--- src/rtl/xfer_pkg.sv ---
package xfer_pkg;
  typedef enum logic {
    DIR_RD = 1'b0,
    DIR_WR = 1'b1
  } xfer_dir_e;

  localparam int unsigned DEF_CNT_W = 16;
endpackage

--- src/rtl/xfer_blk_counter.sv ---
module xfer_blk_counter #(
  parameter int unsigned CNT_W = 16
) (
  input  logic             clk_i,
  input  logic             rst_ni,
  input  logic             load_i,
  input  logic [CNT_W-1:0] val_i,
  input  logic             dec_i,
  output logic             last_o
);
  localparam logic [CNT_W-1:0] ONE = CNT_W'(1);

  logic [CNT_W-1:0] cnt_q;

  always_ff @(posedge clk_i or negedge rst_ni) begin
    if (!rst_ni) begin
      cnt_q <= '0;
    end else if (load_i) begin
      cnt_q <= val_i;
    end else if (dec_i && cnt_q != '0) begin
      cnt_q <= cnt_q - ONE;
    end
  end

  // a zero count is treated as a single block
  assign last_o = (cnt_q <= ONE);
endmodule

--- src/rtl/xfer_ready_flag.sv ---
module xfer_ready_flag (
  input  logic clk_i,
  input  logic rst_ni,
  input  logic set_i,
  input  logic clr_i,
  output logic flag_o,
  output logic irq_o
);
  logic flag_q, flag_d, irq_q;

  assign flag_d = set_i | (flag_q & ~clr_i);

  always_ff @(posedge clk_i or negedge rst_ni) begin
    if (!rst_ni) begin
      flag_q <= 1'b0;
      irq_q  <= 1'b0;
    end else begin
      flag_q <= flag_d;
      irq_q  <= flag_d & ~flag_q;
    end
  end

  assign flag_o = flag_q;
  assign irq_o  = irq_q;
endmodule

--- src/rtl/xfer_act_ctrl.sv ---
module xfer_act_ctrl
  import xfer_pkg::*;
(
  input  logic clk_i,
  input  logic rst_ni,
  input  logic cmd_rd_i,
  input  logic cmd_wr_i,
  input  logic cont_i,
  input  logic stop_i,
  input  logic rd_blk_i,
  input  logic wr_blk_i,
  input  logic last_i,
  output logic load_o,
  output logic dec_o,
  output logic rd_act_o,
  output logic wr_act_o,
  output logic done_irq_o,
  output logic gap_irq_o
);
  logic      rd_q, wr_q, stop_q, paused_q, done_q, gap_q;
  xfer_dir_e dir_q;

  logic idle, start_rd, start_wr, resume, stop_eff;
  logic rd_fin, wr_fin, blk_fin, ends, halts;

  assign idle     = ~rd_q & ~wr_q;
  assign start_rd = idle & cmd_rd_i;
  assign start_wr = idle & cmd_wr_i & ~cmd_rd_i;
  assign resume   = paused_q & cont_i & ~start_rd & ~start_wr;
  assign stop_eff = stop_q | stop_i;

  assign rd_fin  = rd_q & rd_blk_i;
  assign wr_fin  = wr_q & wr_blk_i;
  assign blk_fin = rd_fin | wr_fin;
  assign ends    = blk_fin & last_i;
  assign halts   = blk_fin & ~last_i & stop_eff;

  assign load_o = start_rd | start_wr;
  assign dec_o  = blk_fin;

  always_ff @(posedge clk_i or negedge rst_ni) begin
    if (!rst_ni) begin
      rd_q     <= 1'b0;
      wr_q     <= 1'b0;
      stop_q   <= 1'b0;
      paused_q <= 1'b0;
      done_q   <= 1'b0;
      gap_q    <= 1'b0;
      dir_q    <= DIR_RD;
    end else begin
      done_q <= (rd_fin & (last_i | stop_eff)) | (wr_fin & last_i);
      gap_q  <= wr_fin & ~last_i & stop_eff;

      if (start_rd || (resume && dir_q == DIR_RD)) begin
        rd_q <= 1'b1;
      end else if (rd_fin && (last_i || stop_eff)) begin
        rd_q <= 1'b0;
      end

      if (start_wr || (resume && dir_q == DIR_WR)) begin
        wr_q <= 1'b1;
      end else if (wr_fin && (last_i || stop_eff)) begin
        wr_q <= 1'b0;
      end

      if (start_rd) begin
        dir_q <= DIR_RD;
      end else if (start_wr) begin
        dir_q <= DIR_WR;
      end

      if (start_rd || start_wr || resume) begin
        paused_q <= 1'b0;
      end else if (halts) begin
        paused_q <= 1'b1;
      end

      // stop waits for the current block boundary
      if (ends || halts || start_rd || start_wr) begin
        stop_q <= 1'b0;
      end else if (stop_i && !idle) begin
        stop_q <= 1'b1;
      end
    end
  end

  assign rd_act_o   = rd_q;
  assign wr_act_o   = wr_q;
  assign done_irq_o = done_q;
  assign gap_irq_o  = gap_q;
endmodule

--- src/rtl/xfer_tracker.sv ---
module xfer_tracker #(
  parameter int unsigned CNT_W = xfer_pkg::DEF_CNT_W
) (
  input  logic             clk_i,
  input  logic             rst_ni,
  input  logic [CNT_W-1:0] blk_cnt_i,
  input  logic             cmd_rd_end_i,
  input  logic             cmd_wr_end_i,
  input  logic             cont_req_i,
  input  logic             stop_gap_i,
  input  logic             rd_blk_rx_i,
  input  logic             rd_blk_drained_i,
  input  logic             wr_crc_ok_i,
  input  logic             buf_room_i,
  input  logic             buf_full_i,
  output logic             rd_xfer_act_o,
  output logic             wr_xfer_act_o,
  output logic             buf_rd_rdy_o,
  output logic             buf_wr_rdy_o,
  output logic             xfer_done_irq_o,
  output logic             gap_evt_irq_o,
  output logic             buf_rd_irq_o,
  output logic             buf_wr_irq_o
);
  localparam int unsigned N_FLAGS = 2;

  logic load, dec, last;
  logic [N_FLAGS-1:0] f_set, f_clr, f_val, f_irq;

  xfer_act_ctrl u_ctrl (
    .clk_i      (clk_i),
    .rst_ni     (rst_ni),
    .cmd_rd_i   (cmd_rd_end_i),
    .cmd_wr_i   (cmd_wr_end_i),
    .cont_i     (cont_req_i),
    .stop_i     (stop_gap_i),
    .rd_blk_i   (rd_blk_drained_i),
    .wr_blk_i   (wr_crc_ok_i),
    .last_i     (last),
    .load_o     (load),
    .dec_o      (dec),
    .rd_act_o   (rd_xfer_act_o),
    .wr_act_o   (wr_xfer_act_o),
    .done_irq_o (xfer_done_irq_o),
    .gap_irq_o  (gap_evt_irq_o)
  );

  xfer_blk_counter #(.CNT_W(CNT_W)) u_cnt (
    .clk_i  (clk_i),
    .rst_ni (rst_ni),
    .load_i (load),
    .val_i  (blk_cnt_i),
    .dec_i  (dec),
    .last_o (last)
  );

  // index 0: read side of the buffer, index 1: write side
  assign f_set = {buf_room_i, rd_blk_rx_i};
  assign f_clr = {buf_full_i, rd_blk_drained_i};

  for (genvar g = 0; g < N_FLAGS; g++) begin : g_flag
    xfer_ready_flag u_flag (
      .clk_i  (clk_i),
      .rst_ni (rst_ni),
      .set_i  (f_set[g]),
      .clr_i  (f_clr[g]),
      .flag_o (f_val[g]),
      .irq_o  (f_irq[g])
    );
  end

  assign buf_rd_rdy_o = f_val[0];
  assign buf_wr_rdy_o = f_val[1];
  assign buf_rd_irq_o = f_irq[0];
  assign buf_wr_irq_o = f_irq[1];
endmodule

--- config.mk ---
export PLATFORM = sky130hd
export DESIGN_NAME = xfer_tracker
export DESIGN_NICKNAME = d
export VERILOG_FILES = /design/src/rtl/xfer_pkg.sv /design/src/rtl/xfer_blk_counter.sv /design/src/rtl/xfer_ready_flag.sv /design/src/rtl/xfer_act_ctrl.sv /design/src/rtl/xfer_tracker.sv
export SDC_FILE = /design/constraint.sdc
export NUM_CORES = 1
export LEC_CHECK = 0
export BUFFER_PORTS_ARGS = -buffer_cell sky130_fd_sc_hd__buf_4
export CAP_MARGIN = 10
export CELL_PAD_IN_SITES_DETAIL_PLACEMENT = 1
export CELL_PAD_IN_SITES_GLOBAL_PLACEMENT = 2
export CORE_MARGIN = 4
export CORE_UTILIZATION = 34
export CTS_CLUSTER_DIAMETER = 150
export DETAILED_ROUTE_END_ITERATION = 16
export PLACE_DENSITY_LB_ADDON = 0.1
export SYNTH_ARGS = -nofsm -noshare
export SYNTH_HDL_FRONTEND = slang
export SYNTH_SLANG_ARGS = --single-unit
--- constraint.sdc ---
create_clock -name clk_i -period 4 [get_ports clk_i]
set_input_delay 0.2 -clock clk_i [delete_from_list [all_inputs] [get_ports clk_i]]
set_output_delay 0.2 -clock clk_i [all_outputs]
set_load 0.005 [all_outputs]
==> key figures <==
Drt
  • WL/cell: 16.88 um
  • Drt pass-1 iters: 4
  • Final WL: 4152 um
  • Drt drc: 0
  • Vias/cell: 5.829
  • Routed vias: 1434
  • First-iteration detailed-routing DRC count: 56
  • Final ANT Viol Nets: 0

Synth
  • Synth cell count leaders: dfrtp_1 (27), nor2_1 (15), a31oi_1 (11)
  • Synth Register Bits: 27
  • Fraction of registers with async set or reset after synthesis: 1.000
  • Synth Warn #: 0
  • Cell taking the most area after synthesis: dfrtp_1
  • Synth area leaders: dfrtp_1 (46%), a31oi_1 (4.6%), o31ai_1 (4.6%)
  • Top-count cell post-synth: dfrtp_1
  • Syn Area/Cell: 9.160 um^2
  • Synth Instances: 162
  • Post-synth EDFFs: 0
  • Distinct cell type count of the synthesized netlist: 38
  • Sequential share of the synthesized area: 0.4553
  • Most used DFF post-synth: dfrtp_1
  • Top-area cell type share of the netlist area: 0.4553
  • Mapped Area: 1484 um^2
  • Synth Net Count: 191

Finish
  • Fillers: 492
  • Multi-input logic area: 765.7 um^2
  • Layout cell share with drive strength beyond 1: 0.2347
  • Reg area: 675.6 um^2
  • Final core occ: 0.4466
  • Nets: 226
  • # diodes: 0
  • Area grow syn2layout: 23.86%
  • Post-route cell area: 1838 um^2

Timing
  • WHS: 0.1044 ns
  • Final hold vios: 0
  • Setup-failing EPs final: 0
  • RSZ-0062 raised after global routing: no
  • Worst-margin pin slew: 0.9550 ns
  • Crit share post-route: 0.6113
  • Fmax: 409.0 MHz
  • Final Max Tran Viols: 0
  • Worst Skew: 0.003528 ns
  • Rel. slew slack: 0.3618
  • Final min period: 2.445 ns
  • Sum of negative setup slack: 0 ns

Worst setup path
  • Startpoint Class: register
  • Worst path slowest cell: or4_1
  • Max incr delay on CP: 0.64 ns
  • Setup CP Type: reg -> reg
  • FF-to-FF End: u_cnt.cnt_q[15]
  • Reg-to-reg startpoint: u_cnt.cnt_q[4]
  • CP most frequent cell: or4_1
  • WP buf/inv: 0
  • R2R depth: 4
  • CP cell instances: or4_4, or4_1, or4_1, a31oi_1
  • Critical path peak fanout: 7
  • Top delay family on crit path: simple AND/OR/NAND/NOR gates
  • R2r setup slk: 1.55 ns
  • CP endpoint kind: register
  • CP arrival: 2.64 ns
  • Critical Path RT: 4.19 ns

Clock network
  • Worst-Skew Late Latency: 0.27 ns
  • H-tree Lvls: 1
  • CTS tree: yes
  • Sink Count: 27
  • Post-CTS Setup Bufs: 0
  • Hold_buf cts: 1
  • CTS clk-pin slew, worst paths: 0.10 ns
  • CTS Buf Count: 3
  • Clk buf depth: 2
  • Resize count post-CTS: 0
  • Root Driver: clkbuf_8

Die
  • Die X-Extent: 74.07 um
  • Ports: 35
  • Number of rows in the core area: 23
  • Die area: 5486 um^2
  • Core area: 4115 um^2
  • Initial Util: 0.3606
  • Die Y: 74.07 um

Worst hold path
  • Hold path start: rd_blk_rx_i
  • Hold EP: g_flag[0].u_flag.flag_o
  • Hold depth: 2
  • HP Class: in -> reg

Global routing
  • Congestion Overflow GR: 0
  • Vias in the first global route: 1466
  • Overall Global Routing Usage: 0.1621
  • Largest net degree at the start of global routing: 30
  • Antenna violations before repair: 0
  • First-pass GRT wire length: 6969 um

Pwr
  • Cell area power density: 606.8 nW/um^2
  • Worst IR Drop VDD: 282.8 uV
  • Static leakage: 0.7506 nW

Placement
  • Final HPWL DP: 3137 um
  • Port bufs: 34
  • GPL Wtd Cong: 0.7899
  • Post-DP Area: 1782 um^2

Run
  • Max-Cap Viols: 0

Status
  • Status: complete, no violations
-- stage by stage --
stage          power (W)  setup WS, ns  cells
2_1_floorplan  0.0007896         1.714    162
3_3_place_gp   0.0009388         1.637    241
3_5_place_dp   0.0009625         1.581    241
4_1_cts         0.001129         1.548    246
5_1_grt         0.001215         1.411    246
6_report        0.001115         1.555    246
-- registers in the layout (all words and copies together) (netlist names) --
| register | flops |
|---|---|
| u_ctrl.paused_q | 1 |
| u_ctrl.gap_irq_o | 1 |
| u_ctrl.stop_q | 1 |
| g_flag.u_flag.flag_o | 2 |
| u_ctrl.dir_q | 1 |
| u_ctrl.done_irq_o | 1 |
| u_ctrl.wr_act_o | 1 |
| u_ctrl.rd_act_o | 1 |
| g_flag.u_flag.irq_o | 2 |
| u_cnt.cnt_q | 16 |
-- final cells by class --
class / count / area share
Clock buffer: 3 / 0.02246
Clock inverter: 1 / 0.002723
Inverter: 6 / 0.01225
Multi-Input combinational cell: 124 / 0.4166
Sequential cell: 27 / 0.3676
Tap cell: 50 / 0.03404
Timing Repair Buffer: 35 / 0.1443
-- placed cells by master, fill, tap and decap left out, drive strengths merged, types with 2 or more instances in the layout --
cell type and n:
a21o 2, nand2 9, or2 3, nand4 2, or4 12, or3 8, a21oi 8, nor2 15
and2 3, ha 2, a31oi 11, nand3 7, o21ai 6, buf 34, nor3 3, nor2b 2
dfrtp 27, nand2b 2, clkbuf 3, nor4 5, a22o 2, inv 6, o31ai 9, o211ai 2
-- power breakdown --
part / switching (W) / total, W / internal, W
sequential: 0.000132 / 0.000517 / 0.000384
clock: 0.0000902 / 0.000160 / 0.0000699
combinational: 0.000241 / 0.000438 / 0.000198
-- routing by layer --
metal | part of all wire | track usage | vias to the layer above
li1 | - | - | 692
met1 | 0.45 | 0.2097 | 703
met2 | 0.49 | 0.2766 | 33
met3 | 0.051 | 0.03378 | 6
met4 | 0.013 | 0.04024 | 0
met5 | 0 | 0 | -
-- cells by family (layout without fill, tap and decap cells) --
logic type / Yosys count / after routing / synth area share
buffers and inverters: 11 / 45 / 0.02866
AND/OR/NAND/NOR: 75 / 75 / 0.2884
flip-flops: 27 / 27 / 0.4553
adder cells (fa/ha/maj): 2 / 2 / 0.01686
AO/OA/AOI/OAI: 47 / 47 / 0.2108
-- how the worst max path moves through the flow --
stage                     cells past startpoint           start               to  slack [ns]
after floorplan                               5  u_cnt.cnt_q[4]  u_cnt.cnt_q[15]        1.71
after global placement                        4  u_cnt.cnt_q[4]  u_cnt.cnt_q[15]        1.64
after detailed placement                      4  u_cnt.cnt_q[4]  u_cnt.cnt_q[15]        1.58
after CTS                                     4  u_cnt.cnt_q[4]  u_cnt.cnt_q[15]        1.55
after global routing                          4  u_cnt.cnt_q[4]  u_cnt.cnt_q[15]        1.41
final                                         4  u_cnt.cnt_q[4]  u_cnt.cnt_q[15]        1.55
Power figures use the tool's default switching activity.
